### config.mk
export PLATFORM = sky130hd
export DESIGN_NAME = gpio8_port
export DESIGN_NICKNAME = d
export VERILOG_FILES = /design/src/rtl/gpio8_pkg.sv /design/src/rtl/gpio8_regs.sv /design/src/rtl/gpio8_sync.sv /design/src/rtl/gpio8_rdmux.sv /design/src/rtl/gpio8_port.sv
export SDC_FILE = /design/constraint.sdc
export NUM_CORES = 1
export LEC_CHECK = 0
export ABC_AREA = 1
export BUFFER_PORTS_ARGS = -buffer_cell sky130_fd_sc_hd__buf_2
export CORE_UTILIZATION = 50
export CTS_CLUSTER_SIZE = 16
export DETAILED_ROUTE_END_ITERATION = 16
export PLACE_DENSITY_LB_ADDON = 0.08
export SYNTH_ARGS = -nofsm -noshare
export SYNTH_HDL_FRONTEND = slang
export SYNTH_HIERARCHICAL = 1
export SYNTH_SLANG_ARGS = --single-unit
### constraint.sdc
create_clock -name clk -period 1.3 [get_ports clk]
set_input_delay 0.065 -clock clk [delete_from_list [all_inputs] [get_ports clk]]
set_output_delay 0.065 -clock clk [all_outputs]
set_load 0.05 [all_outputs]
### src/rtl/gpio8_pkg.sv
package gpio8_pkg;

    localparam int ADDR_W = 8;

    typedef enum logic [1:0] {
        SEL_NONE = 2'd0,
        SEL_DATA = 2'd1,
        SEL_DIR  = 2'd2,
        SEL_PULL = 2'd3
    } reg_sel_e;

    function automatic reg_sel_e decode_sel(
        input logic [ADDR_W-1:0] addr,
        input logic [ADDR_W-1:0] data_ofs,
        input logic [ADDR_W-1:0] dir_ofs,
        input logic [ADDR_W-1:0] pull_ofs
    );
        if (addr == data_ofs)      return SEL_DATA;
        else if (addr == dir_ofs)  return SEL_DIR;
        else if (addr == pull_ofs) return SEL_PULL;
        else                       return SEL_NONE;
    endfunction

endpackage

### src/rtl/gpio8_regs.sv
module gpio8_regs #(
    parameter int W = 8
) (
    input  logic                clk,
    input  logic                rst_n,
    input  logic                wr_en,
    input  gpio8_pkg::reg_sel_e sel,
    input  logic [W-1:0]        wdata,
    output logic [W-1:0]        latch_q,
    output logic [W-1:0]        dir_q,
    output logic [W-1:0]        pue_q
);
    import gpio8_pkg::*;

    typedef struct packed {
        logic [W-1:0] lat;
        logic [W-1:0] dir;
        logic [W-1:0] pue;
    } regs_t;

    regs_t regs_d, regs_q;

    always_comb begin
        regs_d = regs_q;
        if (wr_en) begin
            unique case (sel)
                SEL_DATA: regs_d.lat = wdata;
                SEL_DIR:  regs_d.dir = wdata;
                SEL_PULL: regs_d.pue = wdata;
                default:  ;
            endcase
        end
    end

    always_ff @(posedge clk or negedge rst_n) begin
        if (!rst_n) regs_q <= '0;
        else        regs_q <= regs_d;
    end

    assign latch_q = regs_q.lat;
    assign dir_q   = regs_q.dir;
    assign pue_q   = regs_q.pue;

endmodule

### src/rtl/gpio8_sync.sv
module gpio8_sync #(
    parameter int W      = 8,
    parameter int STAGES = 2
) (
    input  logic         clk,
    input  logic         rst_n,
    input  logic [W-1:0] async_in,
    output logic [W-1:0] sync_out
);
    localparam int LAST = STAGES - 1;

    for (genvar b = 0; b < W; b++) begin : g_bit
        logic [STAGES-1:0] chain_d, chain_q;

        always_comb begin
            chain_d = {chain_q[STAGES-2:0], async_in[b]};
        end

        always_ff @(posedge clk or negedge rst_n) begin
            if (!rst_n) chain_q <= '0;
            else        chain_q <= chain_d;
        end

        assign sync_out[b] = chain_q[LAST];
    end

endmodule

### src/rtl/gpio8_rdmux.sv
module gpio8_rdmux #(
    parameter int W = 8
) (
    input  logic                rd_en,
    input  gpio8_pkg::reg_sel_e sel,
    input  logic [W-1:0]        latch_q,
    input  logic [W-1:0]        dir_q,
    input  logic [W-1:0]        pue_q,
    input  logic [W-1:0]        pin_s,
    output logic [W-1:0]        rdata
);
    import gpio8_pkg::*;

    logic [W-1:0] mixed;

    for (genvar b = 0; b < W; b++) begin : g_mix
        assign mixed[b] = dir_q[b] ? latch_q[b] : pin_s[b];
    end

    always_comb begin
        rdata = '0;
        if (rd_en) begin
            unique case (sel)
                SEL_DATA: rdata = mixed;
                SEL_DIR:  rdata = dir_q;
                SEL_PULL: rdata = pue_q;
                default:  rdata = '0;
            endcase
        end
    end

endmodule

### src/rtl/gpio8_port.sv
module gpio8_port #(
    parameter int                        W        = 8,
    parameter int                        SYNC_N   = 2,
    parameter logic [gpio8_pkg::ADDR_W-1:0] DATA_OFS = 8'h03,
    parameter logic [gpio8_pkg::ADDR_W-1:0] DIR_OFS  = 8'h07,
    parameter logic [gpio8_pkg::ADDR_W-1:0] PULL_OFS = 8'h3D
) (
    input  logic                         clk,
    input  logic                         rst_n,
    input  logic [gpio8_pkg::ADDR_W-1:0] bus_addr,
    input  logic                         bus_wr,
    input  logic                         bus_rd,
    input  logic [W-1:0]                 bus_wdata,
    output logic [W-1:0]                 bus_rdata,
    input  logic [W-1:0]                 pad_in,
    output logic [W-1:0]                 pad_out,
    output logic [W-1:0]                 pad_oe,
    output logic [W-1:0]                 pad_pu
);
    import gpio8_pkg::*;

    reg_sel_e     sel;
    logic [W-1:0] latch_q, dir_q, pue_q, pin_s;

    assign sel = decode_sel(bus_addr, DATA_OFS, DIR_OFS, PULL_OFS);

    gpio8_regs #(.W(W)) u_regs (
        .clk     (clk),
        .rst_n   (rst_n),
        .wr_en   (bus_wr),
        .sel     (sel),
        .wdata   (bus_wdata),
        .latch_q (latch_q),
        .dir_q   (dir_q),
        .pue_q   (pue_q)
    );

    gpio8_sync #(.W(W), .STAGES(SYNC_N)) u_sync (
        .clk      (clk),
        .rst_n    (rst_n),
        .async_in (pad_in),
        .sync_out (pin_s)
    );

    gpio8_rdmux #(.W(W)) u_rdmux (
        .rd_en   (bus_rd),
        .sel     (sel),
        .latch_q (latch_q),
        .dir_q   (dir_q),
        .pue_q   (pue_q),
        .pin_s   (pin_s),
        .rdata   (bus_rdata)
    );

    assign pad_out = latch_q;
    assign pad_oe  = dir_q;
    assign pad_pu  = pue_q & ~dir_q;

endmodule

---- Yosys cells after proc, flatten, opt, wreduce, memory -nomap -nowiden ----
Index checks and enable logic that the tools add are counted.
cells by class
  div/mod/pow operators ................... 0
  mux-type cells .......................... 13
  bitwise logic cells ..................... 2
  eq/ne operators ......................... 6
  $add $sub $neg .......................... 0
  multiply operators ...................... 0
  shift operators ......................... 0
  reduce and logical (&&, ||, !) cells .... 3
  $lt $le $gt $ge ......................... 0
operators with widths
  operator                                             count
  one-hot mux 8 bit (3 select lines)                   1
  AND 8 bit                                            1
  equality test 8 x 2 -> 1 bit, second input constant  1
  equality test 8 x 3 -> 1 bit, second input constant  1
  equality test 8 x 6 -> 1 bit, second input constant  1
  2-to-1 mux 1 bit                                     8
  2-to-1 mux 8 bit                                     1
  NOT 8 bit                                            1
  2-to-1 mux 2 bit                                     3
  AND reduction 2 bit                                  3
  equality test 2 bit, second input constant           2
  equality test 2 x 1 -> 1 bit, second input constant  1
word-level totals
  register bits ........................... 40
  input bits .............................. 28
  memories kept ........................... 0
  bits in read-only memories .............. 0
  logic and storage cells ................. 35
  output and inout port bits .............. 32
  memory bits (writable) .................. 0
  latch bits .............................. 0

---- Longest topological paths before layout ----
Gate-level depths: netlist of run 1.
  word-level depth ........................ 7
  depth in mapped cells ................... 11
  mapped depth without buffers ............ 10

---- By module ----
Netlist of run 1, hierarchy kept.
by module, submodules not included
  module       seq. area each (µm²)  times used  area an instance (µm²)  cells an instance
  gpio8_regs   600.6                 1           1074.8                  108
  gpio8_sync   400.4                 1           460.4                   24
  gpio8_rdmux  0.0                   1           455.4                   86
  gpio8_port   0.0                   1           156.4                   41

---- Worst setup path before layout of run 1 ----
Ideal clock, no wire load.
  kind .................................... reg2out
  start point ............................. register u_regs.regs_q[8], in the netlist u_regs/dir_q[0]
  end point ............................... output bus_rdata[0]
  setup slack ............................. -0.445 ns
  data arrival time ....................... 1.680 ns
  cell stages (with the launch flop) ...... 5
  buffers on the path ..................... 0
  path through ............................ dfrtp_1 nand2_1 nand2_1 nand2_1 a21oi_1
on the way
  word-level cells in the longest chain between the ends .. 3
RTL lines
  item                                  line               RTL
  start, declared                       gpio8_regs.sv:21   regs_t regs_d, regs_q;
  start signal, assigned                gpio8_regs.sv:37   else regs_q <= regs_d;
  2-to-1 mux 1 bit                      gpio8_rdmux.sv:17  assign mixed[b] = dir_q[b] ? latch_q[b] : pin_s[b];
  one-hot mux 8 bit (3 select lines) *  gpio8_rdmux.sv:23  unique case (sel)
  2-to-1 mux 8 bit *                    gpio8_rdmux.sv:22  if (rd_en) begin
  end, declared                         gpio8_port.sv:14   output logic [W-1:0] bus_rdata,
Every way passes the cells marked *; elsewhere a longest branch is shown, timed or not.

---- Final worst setup path of run 1 ----
  start point ............................. input bus_addr[4] in the netlist's numbering
  end point ............................... output bus_rdata[2]
on the way
  word-level cells in the longest chain between the ends .. 7
  elaborated cells between the ends (all ways) .. 11
RTL lines
  item                                                                 line               RTL
  start, declared                                                      gpio8_port.sv:10   input logic [gpio8_pkg::ADDR_W-1:0] bus_addr,
  equality test 8 x 6 -> 1 bit                                         gpio8_pkg.sv:20    else if (addr == pull_ofs) return SEL_PULL;
  2-to-1 mux 2 bit                                                     gpio8_pkg.sv:20
  2-to-1 mux 2 bit                                                     gpio8_pkg.sv:19    else if (addr == dir_ofs) return SEL_DIR;
  2-to-1 mux 2 bit *                                                   gpio8_pkg.sv:18    if (addr == data_ofs) return SEL_DATA;
  net sel[0]                                                           gpio8_port.sv:22   reg_sel_e sel;
  equality test 2 bit or equality test 2 x 1 -> 1 bit (tied branches)  gpio8_rdmux.sv:23
  one-hot mux 8 bit (3 select lines) *                                 gpio8_rdmux.sv:23
  2-to-1 mux 8 bit *                                                   gpio8_rdmux.sv:22
The timed path passes the listed nets; every way through them passes the cells marked *.

==> flow_summary_export.csv, run 1 <==
group,metric,value,unit
run_status,outcome,"finished with violations",
run_status,violations,"negative setup slack",
cells_and_area,area_delta_synth_final,37.65,%
routing,ant_nets,0,
routing,post-route-drc-count,0,
sta,max_freq,677.0,MHz
setup_path,path_delay_family,"simple AND/OR/NAND/NOR gates",
clocking,clk_latency,0.29,ns
setup_path,worstSetupEndpointType,"output port",
synth,syn_nets,287,
synth,ys_warn_count,6,
routing,wl,5296,µm
clocking,cts_tree,"built",
grt,grt_max_degree,23,
grt,grt_usage,0.2509,
sta,period_share,1.136,
power_and_ir_drop,power,2.673,mW
synth,netlist_instances,259,
power_and_ir_drop,p_per_area,904.6,nW/µm²
synth,yosys-top-cells-area,"dfrtp_1, nand2_1, nand4_1, inv_1, buf_6",
synth,ys_top_cells_by_count,"nand2_1, dfrtp_1, inv_1",
routing,first_iter_violations,83,
routing,firstDrtPassIters,4,
synth,synth_edf_count,0,
die,fp.dieW,67.53,µm
synth,synth_top_flop_cell,"dfrtp_1",
setup_path,r2r-end,"u_regs/dir_q[3]$_DFFE_PN0P_",
power_and_ir_drop,ir_drop,0.5999,mV
die,chipHeight,67.53,µm
grt,grt_first_pass_wirelength,8148,µm
setup_path,path_max_fanout,8,
die,initial_utilization,0.5291,
place,hpwl,3411,µm
grt,grt_overflow,0,
setup_path,cp_data_arrival_time,1.41,ns
sta,finalSetupViolations,8,
routing,vias_per_cell,4.987,
synth,synth_top_cell_by_area,"dfrtp_1",
synth,yosysMostFrequentCell,"nand2_1",
power_and_ir_drop,p_leak,1.496,nW
sta,max_slew.worst_pin.slew,0.7830,ns
hold_path,worstHoldStart,"bus_wdata[7]",
setup_path,critical_path_class,"input pin to output port",
cells_and_area,antenna_cells,0,
clocking,cts_root_buffer,"clkbuf_8",
setup_path,crit_chain,"buf_6, inv_1, nand2_2, nor2_4, nand2_1, nand2_2, buf_12, inv_8, nor2_8, nand2_2, a21oi_4, buf_6",
die,placeableCoreArea,4058,µm²
sta,fin_skew,0.008170,ns
clocking,clk_pin_slew,0.08,ns
flow_run,drv_cap,0,
sta,hold_viol,0,
sta,slew_violations,0,
setup_path,cp_common_cell,"nand2_2",
synth,yosysSeqAreaShare,0.4662,
sta,tns,-1.133,ns
setup_path,rr_startpoint,"u_regs/dir_q[3]$_DFFE_PN0P_",
routing,vias,1915,
setup_path,cp-start-kind,"input pin",
setup_path,reg2reg_depth,3,
place,io_buffer_count,59,
setup_path,cpMaxStageDelayCell,"nor2_8",
cells_and_area,drive_gt1_frac,0.4222,
cells_and_area,final_nets,361,
synth,synth_area,2147,µm²
hold_path,hold_class,"input pin to flop",
die,rows,23,
setup_path,path_buf_inv,5,
synth,synth-seq-cells,40,
sta,setup_ws,-0.1771,ns
clocking,h-tree-depth,2,
hold_path,hold_depth,3,
cells_and_area,design_area,2955,µm²
clocking,clock_path_buffers,2,
place,placed_area,2572,µm²
die,num_io_pins,60,
die,dieArea,4560,µm²
sta,fin_crit,1.477,ns
synth,synth_area_per_cell,8.290,µm²
routing,wire_per_inst,13.79,µm
place,place_congestion,0.8322,
setup_path,crit_start,"bus_addr[4]",
clocking,clock_sink_count,40,
hold_path,min_to,"u_regs/pue_q[7]$_DFFE_PN0P_",
synth,synthDistinctLibCells,17,
grt,grt_pass1_vias,1771,
sta,maxSlewHeadroom,0.4774,
setup_path,cpPeakStageDelay,0.23,ns
sta,rsz0062_at_grt,"true",
clocking,numCtsBuffers,5,
setup_path,r2r_setup_slack,0.49,ns
synth,synth-async-reset-ratio,1.000,
synth,synth_top_area_share,0.4662,
setup_path,crit_required,1.24,ns
grt,grt_antenna_before_repair,0,
## cell families (layout without fill, tap and decap cells)
group,count (synthesis),after routing,share of synthesized area
AO/OA/AOI/OAI,8,8,0.02215
buffers and inverters,53,128,0.1515
flip-flops,40,40,0.4662
AND/OR/NAND/NOR,158,158,0.3601
## sequential cells by signal (all words and copies together), names as in the netlist
register              flops
u_regs/pue_q              8
u_sync/g_bit.chain_q     16
u_regs/dir_q              8
u_regs/latch_q            8
## worst register-to-register path, stage by stage (launching register included)
cell and delay [ns]:
dfrtp_2 0.44, buf_4 0.16, nand2_1 0.06, nand2_1 0.05
## layout make-up
class | count | area [µm²]
fill | 329 | 1102
sequential | 40 | 1011
multi-input combinational | 166 | 978.4
timing repair buffer | 85 | 673.1
inverter | 35 | 148.9
clock buffer | 7 | 76.32
tap | 50 | 62.56
clock inverter | 1 | 5.005
## placed cells by master (no fill, tap or decap), types with 2 or more instances in the layout
| master | synthesis | routed |
|---|---|---|
| nand2_1 | 101 | 85 |
| buf_2 | 0 | 42 |
| dfrtp_1 | 40 | 32 |
| inv_1 | 32 | 25 |
| nand4_1 | 24 | 24 |
| buf_6 | 9 | 16 |
| nand2_2 | 0 | 13 |
| buf_4 | 8 | 13 |
| dlygate4sd3_1 | 0 | 9 |
| nor2_1 | 12 | 8 |
| nand3_1 | 8 | 8 |
| nand3_2 | 8 | 8 |
| a21oi_4 | 0 | 8 |
| dfrtp_2 | 0 | 8 |
| inv_2 | 0 | 5 |
| clkbuf_8 | 0 | 5 |
| inv_4 | 2 | 4 |
| buf_12 | 1 | 4 |
| nor2_2 | 1 | 3 |
| nand2_4 | 0 | 3 |
| nand3_4 | 3 | 3 |
| nor2_4 | 0 | 2 |
| clkbuf_1 | 0 | 2 |
## how the worst max path moves through the flow
| stage | end | cells past startpoint |
|---|---|---|
| after floorplan | bus_rdata[0] | 4 |
| after global placement | bus_rdata[0] | 12 |
| after detailed placement | bus_rdata[0] | 12 |
| after CTS | bus_rdata[0] | 12 |
| after global routing | bus_rdata[2] | 12 |
| final | bus_rdata[2] | 12 |
## through the flow
step                std cells  utilization  worst slack, ns  hold WS [ns]
floorplan                 259            -         -0.05459       -0.2306
global placement          364       0.6340          -0.1803       0.03646
detailed placement        364       0.6340          -0.2019       0.03906
CTS                       384       0.7126         -0.08864       0.02193
global route              384       0.7283          -0.2361       0.03166
finish                    384       0.7283          -0.1771       0.03992
## routing by layer
metal,vias to the layer above,routed length (µm),global-route usage
li1,953,-,-
met1,899,2263,0.3084
met2,57,2631,0.4220
met3,6,331,0.06926
met4,0,70,0.07979
met5,-,0,0
## where the power goes
part,internal [mW],switching (mW)
Clock,0.377,0.425
Sequential,1.32,0.0610
Combinational,0.154,0.339
Total,1.85,0.825
## what timing repair did
action                     CTS  global route
hold endpoints to repair    26             0
gates resized for setup     41            21
hold buffers                 9             0
setup endpoints to repair    8             9
pin swaps                   26            12
buffers inserted             3             0
No activity file was read; power rests on OpenSTA's default activity.
==> run 2: changes to the inputs <==
--- a/config.mk
+++ b/config.mk
@@ -7,6 +7,7 @@
 export LEC_CHECK = 0
 export ABC_AREA = 1
 export BUFFER_PORTS_ARGS = -buffer_cell sky130_fd_sc_hd__buf_2
+export CAP_MARGIN = 30
 export CORE_UTILIZATION = 50
 export CTS_CLUSTER_SIZE = 16
 export DETAILED_ROUTE_END_ITERATION = 16
==> constraint.sdc (replaced) <==
create_clock -name clk -period 1.4 [get_ports clk]
set_input_delay 0.07 -clock clk [delete_from_list [all_inputs] [get_ports clk]]
set_output_delay 0.07 -clock clk [all_outputs]
set_load 0.05 [all_outputs]
==> run 2 against run 1 <==
Effect of this change:
- the flow still finishes with violations (negative setup slack)
- via count rose by 3.2%
- first-iteration DRC count grew 2.4%
- critical path depth stayed put
- combinational power decreased by 11%
- global-route usage up 0.62 points
- cell count rose by 1.0%
- core utilization rose by 1.0 points
- clock-buffer cell count decreased by 2
- largest cell class unchanged
==> flow_summary_export.csv, run 2 (synthesis results as in run 1) <==
group,metric,value,unit
run_status,violations,"negative setup slack",
setup_path,worstSetupEndpointType,"output port",
setup_path,cp_data_arrival_time,1.43,ns
sta,maxSlewHeadroom,0.5186,
run_status,outcome,"finished with violations",
grt,grt_usage,0.2571,
die,chipHeight,67.53,µm
clocking,cts_root_buffer,"clkbuf_8",
cells_and_area,largest_register_ffs,16,
place,hpwl,3473,µm
die,initial_utilization,0.5291,
sta,fin_skew,0.005091,ns
power_and_ir_drop,power,2.699,mW
grt,grt_pass1_vias,1815,
grt,grt_first_pass_wirelength,8459,µm
sta,rsz0062_at_grt,"true",
cells_and_area,final_common_cell,"nand2_1",
routing,wl,5336,µm
cells_and_area,top_register,"u_sync/g_bit.chain_q",
clocking,clock_path_buffers,2,
setup_path,crit_required,1.33,ns
sta,max_freq,666.8,MHz
power_and_ir_drop,intPower,1.888,mW
flow_run,drv_cap,0,
routing,wire_per_inst,13.75,µm
die,num_io_pins,60,
power_and_ir_drop,p_leak,1.539,nW
power_and_ir_drop,switching_share,0.3005,
sta,fin_crit,1.500,ns
clocking,clk_pin_slew,0.09,ns
cells_and_area,layout_common_cells,"nand2_1, buf_2, dfrtp_1",
power_and_ir_drop,ir_drop,0.7674,mV
routing,first_iter_violations,85,
setup_path,critical_path_class,"input pin to output port",
power_and_ir_drop,power_frac_clock,0.362,
power_and_ir_drop,seq_power_share,0.476,
clocking,h-tree-depth,2,
hold_path,hold_class,"input pin to flop",
cells_and_area,fill_cells,323,
sta,max_slew.worst_pin.slew,0.7214,ns
sta,hold_viol,0,
die,placeableCoreArea,4058,µm²
setup_path,reg2reg_depth,2,
die,dieArea,4560,µm²
setup_path,cpPeakStageDelay,0.24,ns
die,fp.dieW,67.53,µm
routing,ant_nets,0,
power_and_ir_drop,p_per_area,900.1,nW/µm²
die,rows,23,
grt,grt_overflow,0,
clocking,clk_latency,0.30,ns
cells_and_area,area_delta_synth_final,39.63,%
place,io_buffer_count,59,
sta,setup_ws,-0.09969,ns
routing,post-route-drc-count,0,
setup_path,cp-start-kind,"input pin",
clocking,cts_tree,"built",
hold_path,hold_depth,3,
power_and_ir_drop,comb_power_share,0.162,
routing,firstDrtPassIters,4,
sta,slew_violations,0,
setup_path,cpMaxStageDelayCell,"nor2_8",
sta,finalSetupViolations,8,
cells_and_area,drive_gt1_frac,0.4349,
grt,grt_antenna_before_repair,0,
clocking,clock_sink_count,40,
place,place_congestion,0.8539,
place,placed_area,2556,µm²
sta,period_share,1.071,
setup_path,path_max_fanout,8,
grt,grt_max_degree,41,
routing,vias_per_cell,5.093,
clocking,numCtsBuffers,5,
setup_path,crit_chain,"buf_6, inv_4, nand2_4, nor2_4, nand2_1, nand2_2, buf_12, clkinv_8, nor2_8, nand2_2, a21oi_4, buf_6",
cells_and_area,final_nets,365,
cells_and_area,design_area,2998,µm²
cells_and_area,antenna_cells,0,
power_and_ir_drop,p_sw,0.8110,mW
routing,vias,1976,
## run 2: cell types whose count changed in the layout (fill, tap and decap cells not counted), moves of 2 or more
cell,previous run,this run
dfrtp_1,32,34
clkbuf_1,2,0
nor2_2,3,7
buf_2,42,47
dfrtp_2,8,6
inv_1,25,27
nand2_4,3,5
buf_6,16,11
nor2_1,8,4
nand2_2,13,10
buf_4,13,18
inv_2,5,3
buf_12,4,2
## run 2: worst paths after layout
kind | startpoint | end | slack [ns]
min in group asynchronous | rst_n | u_regs/latch_q[7]$_DFFE_PN0P_ | 0.35
max reg2reg | u_regs/dir_q[2]$_DFFE_PN0P_ | u_regs/dir_q[2]$_DFFE_PN0P_ | 0.68
max in group asynchronous | rst_n | u_regs/dir_q[1]$_DFFE_PN0P_ | 0.66
min reg2reg | u_sync/g_bit[6].chain_q[0]$_DFF_PN0_ | u_sync/g_bit[6].chain_q[1]$_DFF_PN0_ | 0.35
min | bus_wdata[3] | u_regs/pue_q[3]$_DFFE_PN0P_ | 0.04
max | bus_addr[6] | bus_rdata[3] | -0.1
## run 2: final cells by class
class                   count  area (µm²)  share of cell area
clock inverters             3       46.29             0.01544
clock buffers               5       68.82             0.02295
well taps                  50       62.56             0.02087
flip-flops and latches     40        1008              0.3364
inverters                  35       153.9             0.05134
multi-input cells         166       993.5              0.3314
repair buffers             89       664.4              0.2216
## run 2: power by group through the flow
stage | registers, mW | logic, mW | clock network, mW
2_1_floorplan | 1.44 | 0.126 | 0
4_1_cts | 1.29 | 0.414 | 0.997
5_1_grt | 1.29 | 0.475 | 1.04
6_report | 1.28 | 0.437 | 0.977
3_5_place_dp | 1.31 | 0.386 | 0
3_3_place_gp | 1.30 | 0.379 | 0
## run 2: critical path: cells and delay by family
family                 cells  cell delay [ns]
AOI/OAI and AO/OA          1             0.16
and+or+nand+nor            6             0.67
buffers and inverters      5             0.52
## run 2: timing repair
item	4_1_cts	5_1_grt
pin swaps	13	16
gates cloned	0	1
buffers inserted	2	2
hold buffers	9	0
endpoints found under the setup margin	8	8
hold endpoints to repair	48	0
resized for setup	33	28
## run 2: layer usage
metal  up-vias  share of wire  track usage
met2        57           0.53       0.4579
li1        970              -            -
met4         0          0.015      0.08511
met5         -              0            0
met3         9          0.037      0.05574
met1       940           0.41       0.3023
## run 2: per-stage QoR
step                      setup TNS [ns]  setup WS (ns)    util  std cells  hold slack (ns)
after floorplan                 -0.06010       -0.05423       -        259          -0.2256
after global placement           -0.5807       -0.08587  0.6300        366           0.1591
after detailed placement         -0.8185        -0.1218  0.6300        366           0.1620
after CTS                       -0.01808      -0.007300  0.7061        385          0.03617
after global routing              -1.091        -0.1716  0.7388        388          0.03898
final                            -0.4502       -0.09969  0.7388        388          0.04114
